[src/rtl/ioreg_pkg.sv]
package ioreg_pkg;
  // Internal strobe bundle, active-high after inversion of the bus pins
  typedef struct packed {
    logic cs;
    logic iorq;
    logic rd;
    logic wr;
  } strb_t;

  localparam int STRB_W = $bits(strb_t);
endpackage

[src/rtl/ioreg_sync.sv]
module ioreg_sync #(
  parameter int W = 4
) (
  input  logic         clk,
  input  logic         rst,
  input  logic [W-1:0] d,
  output logic [W-1:0] q
);
  logic [W-1:0] meta_q;
  logic [W-1:0] sync_q;

  always_ff @(posedge clk) begin
    if (rst) begin
      meta_q <= '0;
      sync_q <= '0;
    end else begin
      meta_q <= d;
      sync_q <= meta_q;
    end
  end

  assign q = sync_q;
endmodule

[src/rtl/ioreg_qual.sv]
module ioreg_qual
  import ioreg_pkg::*;
(
  input  logic  clk,
  input  logic  rst,
  input  strb_t s,
  output logic  wr_fire,
  output logic  rd_start,
  output logic  rd_act,
  output logic  clash_pulse
);
  strb_t      prev_q;
  logic [1:0] stab_cnt;
  logic       wr_done;
  logic       clash_q;

  logic sel_now, sel_prev, wr_act, clash_now, clash_prev, changed;

  assign sel_now    = s.cs & s.iorq;
  assign sel_prev   = prev_q.cs & prev_q.iorq;
  assign rd_act     = sel_now & s.rd & ~s.wr;
  assign wr_act     = sel_now & s.wr & ~s.rd;
  assign clash_now  = sel_now & s.rd & s.wr;
  assign clash_prev = sel_prev & prev_q.rd & prev_q.wr;
  assign changed    = (s != prev_q);

  // write: first edge at which the strobes equal the previous sample
  assign wr_fire  = wr_act & ~changed & (stab_cnt == 2'd0) & ~wr_done;
  // read: second such edge in a row
  assign rd_start = rd_act & ~changed & (stab_cnt == 2'd1);

  always_ff @(posedge clk) begin
    if (rst) begin
      prev_q   <= '0;
      stab_cnt <= '0;
      wr_done  <= 1'b0;
      clash_q  <= 1'b0;
    end else begin
      prev_q <= s;
      if (changed)
        stab_cnt <= '0;
      else if (stab_cnt != 2'd2)
        stab_cnt <= stab_cnt + 2'd1;
      wr_done <= wr_act & (wr_done | wr_fire);
      clash_q <= clash_now & ~clash_prev;
    end
  end

  assign clash_pulse = clash_q;
endmodule

[src/rtl/ioreg_wfile.sv]
module ioreg_wfile #(
  parameter int DW       = 8,
  parameter int NUM_WREG = 4,
  localparam int WSEL_W  = $clog2(NUM_WREG)
) (
  input  logic                   clk,
  input  logic                   rst,
  input  logic                   fire,
  input  logic [WSEL_W-1:0]      sel,
  input  logic [DW-1:0]          din,
  output logic [NUM_WREG*DW-1:0] regs
);
  for (genvar i = 0; i < NUM_WREG; i++) begin : g_wreg
    logic [DW-1:0] r_q;
    always_ff @(posedge clk) begin
      if (rst)
        r_q <= '0;
      else if (fire && (sel == WSEL_W'(i)))
        r_q <= din;
    end
    assign regs[i*DW +: DW] = r_q;
  end
endmodule

[src/rtl/ioreg_rport.sv]
module ioreg_rport #(
  parameter int DW       = 8,
  parameter int NUM_RREG = 7,
  localparam int PTR_W   = $clog2(NUM_RREG)
) (
  input  logic                   clk,
  input  logic                   rst,
  input  logic                   rd_start,
  input  logic                   rd_act,
  input  logic                   sel_load,
  input  logic [PTR_W-1:0]       sel_val,
  input  logic [NUM_RREG*DW-1:0] stat_in,
  output logic [DW-1:0]          rdata,
  output logic                   rdata_oe,
  output logic [PTR_W-1:0]       ptr
);
  localparam logic [PTR_W-1:0] LAST = PTR_W'(NUM_RREG - 1);

  logic [DW-1:0]    stat_arr [NUM_RREG];
  logic [PTR_W-1:0] ptr_q;
  logic             busy_q;
  logic [DW-1:0]    data_q;
  logic             rd_end;

  for (genvar k = 0; k < NUM_RREG; k++) begin : g_stat
    assign stat_arr[k] = stat_in[k*DW +: DW];
  end

  assign rd_end = busy_q & ~rd_act;

  always_ff @(posedge clk) begin
    if (rst) begin
      busy_q <= 1'b0;
      data_q <= '0;
    end else if (rd_start) begin
      busy_q <= 1'b1;
      data_q <= stat_arr[ptr_q];
    end else if (rd_end) begin
      busy_q <= 1'b0;
    end
  end

  always_ff @(posedge clk) begin
    if (rst)
      ptr_q <= '0;
    else if (sel_load)
      ptr_q <= (sel_val > LAST) ? '0 : sel_val;
    else if (rd_end)
      ptr_q <= (ptr_q == LAST) ? '0 : ptr_q + 1'b1;
  end

  assign rdata_oe = busy_q & rd_act;
  assign rdata    = rdata_oe ? data_q : '0;
  assign ptr      = ptr_q;
endmodule

[src/rtl/ioreg_port.sv]
module ioreg_port
  import ioreg_pkg::*;
#(
  parameter int DW       = 8,
  parameter int NUM_WREG = 4,
  parameter int NUM_RREG = 7,
  localparam int WSEL_W  = $clog2(NUM_WREG),
  localparam int PTR_W   = $clog2(NUM_RREG)
) (
  input  logic                   clk,
  input  logic                   rst,
  input  logic                   cs_n,
  input  logic                   iorq_n,
  input  logic                   rd_n,
  input  logic                   wr_n,
  input  logic [DW-1:0]          din,
  input  logic [WSEL_W-1:0]      wsel,
  input  logic                   sel_load,
  input  logic [PTR_W-1:0]       sel_val,
  input  logic [NUM_RREG*DW-1:0] stat_in,
  output logic [DW-1:0]          rdata,
  output logic                   rdata_oe,
  output logic                   proto_err,
  output logic [NUM_WREG*DW-1:0] wreg_out
);
  strb_t            raw_s;
  strb_t            sync_s;
  logic             wr_fire, rd_start, rd_act;
  logic [PTR_W-1:0] rptr;

  assign raw_s = '{cs: ~cs_n, iorq: ~iorq_n, rd: ~rd_n, wr: ~wr_n};

  ioreg_sync #(.W(STRB_W)) u_sync (
    .clk (clk),
    .rst (rst),
    .d   (raw_s),
    .q   (sync_s)
  );

  ioreg_qual u_qual (
    .clk         (clk),
    .rst         (rst),
    .s           (sync_s),
    .wr_fire     (wr_fire),
    .rd_start    (rd_start),
    .rd_act      (rd_act),
    .clash_pulse (proto_err)
  );

  ioreg_wfile #(.DW(DW), .NUM_WREG(NUM_WREG)) u_wfile (
    .clk  (clk),
    .rst  (rst),
    .fire (wr_fire),
    .sel  (wsel),
    .din  (din),
    .regs (wreg_out)
  );

  ioreg_rport #(.DW(DW), .NUM_RREG(NUM_RREG)) u_rport (
    .clk      (clk),
    .rst      (rst),
    .rd_start (rd_start),
    .rd_act   (rd_act),
    .sel_load (sel_load),
    .sel_val  (sel_val),
    .stat_in  (stat_in),
    .rdata    (rdata),
    .rdata_oe (rdata_oe),
    .ptr      (rptr)
  );
endmodule

[config.mk]
export PLATFORM = sky130hd
export DESIGN_NAME = ioreg_port
export DESIGN_NICKNAME = d
export VERILOG_FILES = /design/src/rtl/ioreg_pkg.sv /design/src/rtl/ioreg_sync.sv /design/src/rtl/ioreg_qual.sv /design/src/rtl/ioreg_wfile.sv /design/src/rtl/ioreg_rport.sv /design/src/rtl/ioreg_port.sv
export SDC_FILE = /design/constraint.sdc
export NUM_CORES = 1
export LEC_CHECK = 0
export ABC_AREA = 1
export ABC_CLOCK_PERIOD_IN_PS = 3200
export BUFFER_PORTS_ARGS = -buffer_cell sky130_fd_sc_hd__buf_2
export CAP_MARGIN = 30
export CORE_UTILIZATION = 50
export DETAILED_ROUTE_END_ITERATION = 8
export GPL_ROUTABILITY_DRIVEN = 0
export PLACE_DENSITY = 0.8
export REMOVE_ABC_BUFFERS = 1
export SYNTH_ARGS = -nofsm -noshare
export SYNTH_HDL_FRONTEND = slang
export SYNTH_HIERARCHICAL = 1
export SYNTH_SLANG_ARGS = --single-unit
export TNS_END_PERCENT = 1
[constraint.sdc]
create_clock -name clk -period 3.2 [get_ports clk]
set_clock_uncertainty 0.2 [all_clocks]
set_input_delay 0.64 -clock clk [delete_from_list [all_inputs] [get_ports clk]]
set_output_delay 0.64 -clock clk [all_outputs]
set_load 0.05 [all_outputs]
==> summary.md <==
| Metric | Value |
|---|---|
| Clk slew on worst S/H paths | about 0.06 ns |
| FP Rows | 29 |
| Initial antenna violation count | 0 |
| Final instance area | 4050 um^2 |
| Clock group share of total power | 35.7% |
| H-tree levels | 3 |
| Distinct cells, synth | 30 |
| Post-CTS sizing | 0 |
| Slew margin rel. | 57.1% |
| CP startpoint kind | flop |
| Primary FF master, synth | dfxtp_1 |
| Diodes inserted | 0 |
| Max Clk Rate | about 390 MHz |
| RSZ-0062 raised after global routing | false |
| TritonCTS clock tree | yes |
| Die Area | 7080 um^2 |
| Largest net degree at the start of global routing | 33 |
| Tot GR Track Use | 22.2% |
| Top-area cell type share of the netlist area | 35.6% |
| # fillers | approximately 600 |
| Post-CTS setup buffer count | 0 |
| Max Root-Sink Buffers | 2 |
| Vias in the first global route | 3141 |
| Worst hold slack | 0.203 ns |
| Via count | ~3.4k |
| Final Critical Period | 2.57 ns |
| Final Cycle Share | around four fifths |
| First-pass GRT wire length | 12900 um |
| Worst skew pair latency | 0.33 ns |
| Effective utilization at floorplan | 52.6% |
| Status | complete, but fails checks |
| Final WL | approximately 7600 um |
| Failing checks | DRC |
| Setup_tns | 0 ns |
| Final setup fails | 0 |
| Area growth syn-to-layout | 19.9% |
| Max-slew violations | 0 |
| Avg Inst Size Synth | 6.25 um^2 |
| CTS Hold Bufs | 0 |
| Total core area | 6420 um^2 |
| Tightest Hold Check Type | flop to flop |
| Share of cells above drive strength 1 | 25.7% |
| Cell taking the most area after synthesis | dfxtp_1 |
| Cell with the most instances after synthesis | nand2_1 |
| # clock sinks | 60 |
| Placed cells | between 700 and 800 |
| Critical Path RT | 2.36 ns |
| Final Non-Filler Cells | ~730 |
| Cts bufs inserted | 9 |
| Antenna-violating nets left | 0 |
| Crit path kind | flop to primary output |
| CTS root buf | clkbuf_8 |
| Global route overflow | 0 |
| Maximum VDD drop | 0.217 mV |
| Arrival time worst endpoint | approximately 1.7 ns |
| WL/cell | about 10 um |
| Drt pass-1 iters | 6 |
| Internal power | 1.12 mW |
| Worst Max-Slew Pin Slew | 0.641 ns |
| DRT iter0 DRCs | 149 |
| DRC Markers | 6 |
| EDFF count, synth | 0 |
| Post-DP Area | 3900 um^2 |
| Cells after Synth | 540 |
| Commonest cells in the netlist | nand2_1 (150), inv_1 (98), nor2_1 (97) |
| Comb power frac | 13.5% |
| Synth Warn # | 6 |
| Top cells by area, synth | dfxtp_1 (36%), nand2_1 (17%), inv_1 (11%), nor2_1 (11%), nand3_1 (7.0%) |
| Die width | around 84 um |
| Hpwl dp | 5710 um |
| Layout Nets | ~730 |
| Pwr per Cell Area | 374 nW/um^2 |
| I/O pins | 118 |
| Sw power | about 0.40 mW |
| Total Power | 1.52 mW |
| Sequential share of power | 50.8% |
| Sequential fraction of the synthesis area | 35.6% |
| Final Hold Viols | 0 |
| Routed vias/inst | 4.66 |
| Crit Path Max Fanout | 10 |
| Worst Setup End Kind | primary output |
| Asr flop ratio synth | 0% |
| Max cap viols | 0 |
| Sw frac | 26.4% |
| FF+latch count, synth | 60 |
| Buffers on Ports | 117 |
| Die height | 84.2 um |
| Area of the mapped netlist | ~3400 um^2 |
| Leak pwr | about 2.3 nW |
==> power by group through the flow <==
stage	clock (mW)	combinational, mW	sequential (mW)
3_3_place_gp	0	0.199	0.785
6_report	0.541	0.205	0.769
2_1_floorplan	0	0.110	0.790
3_5_place_dp	0	0.204	0.786
5_1_grt	0.589	0.233	0.770
4_1_cts	0.555	0.205	0.769
==> area by class of cell <==
type / count / area, um^2 / area share, %
flip-flops and latches: 60 / 1200 / 29.7
clock inverters: 3 / 15.0 / 0.371
clock buffers: 12 / 135 / 3.34
inverters: 106 / 398 / 9.83
multi-input cells: 352 / 1590 / 39.2
repair buffers: 121 / 616 / 15.2
well taps: 77 / 96.3 / 2.38
==> worst paths after layout <==
check                              start                              to  slack [ns]  cells after the start
min reg2reg  u_sync/meta_q[3]$_SDFF_PP0_          u_sync/q[3]$_SDFF_PP0_        0.20                      2
min          u_sync/meta_q[3]$_SDFF_PP0_          u_sync/q[3]$_SDFF_PP0_        0.20                      2
max reg2reg       u_sync/q[2]$_SDFF_PP0_  u_rport/data_q[0]$_SDFFE_PP0P_        0.85                     10
max               u_sync/q[2]$_SDFF_PP0_                        rdata[2]        0.63                      5
==> registers in the layout, summed over array words and instances, names as in the netlist <==
signal,count
u_wfile/g_wreg.r_q,32
u_rport/busy_q,1
u_rport/data_q,8
u_qual/stab_cnt,2
u_qual/prev_q,4
u_sync/q,4
u_sync/meta_q,4
u_qual/clash_pulse,1
u_rport/ptr,3
u_qual/wr_done,1
==> cell families after synthesis <==
family	synth area share, %
mux	0.297
buf+inv	17.5
xor+xnor	0.259
simple gates	40.9
compound gates	4.41
fa+ha+maj	1.11
flops	35.6
==> worst max-delay path, stage by stage (launching register included) <==
cell and delay, ns:
dfxtp_1 0.36, nand2_1 0.12, nor3_2 0.18, nand2_1 0.28, nor2_1 0.16, buf_2 0.28
==> layout by cell type (no fill, tap or decap) <==
| cell type | n |
|---|---|
| clkinv_2 | 3 |
| nor2_2 | 4 |
| nand3_2 | 1 |
| ha_1 | 3 |
| nor2_4 | 2 |
| nand2_2 | 7 |
| clkbuf_1 | 3 |
| nor2_1 | 96 |
| dfxtp_1 | 60 |
| nor3_2 | 2 |
| a21oi_1 | 18 |
| xor2_1 | 1 |
| a21oi_2 | 1 |
| inv_2 | 7 |
| clkinv_1 | 1 |
| o21ai_1 | 2 |
| nand2_1 | 150 |
| nand3_4 | 3 |
| a41oi_1 | 1 |
| buf_2 | 117 |
| inv_1 | 98 |
| clkbuf_8 | 9 |
| or2_2 | 7 |
| o211ai_1 | 1 |
| o21ai_2 | 1 |
| o21ai_0 | 3 |
| mux2i_1 | 1 |
| nand4_1 | 1 |
| nand3_1 | 47 |
| buf_4 | 4 |
==> per-layer routing <==
layer  GRT usage [%]  vias up  routed length, um
met3            3.34       16                355
met4            11.4        0                178
li1                -     1814                  -
met1            25.5     1465               3380
met2            40.1      112               3720
met5               0        -                  0
==> through the flow <==
stage / utilization (%) / setup WS (ns)
finish: 63.0 / 0.635
global route: 63.0 / 0.441
CTS: 63.0 / 0.604
detailed placement: 60.7 / 0.864
global placement: 60.7 / 0.958
floorplan: - / 0.732
Power figures use the tool's default switching activity.
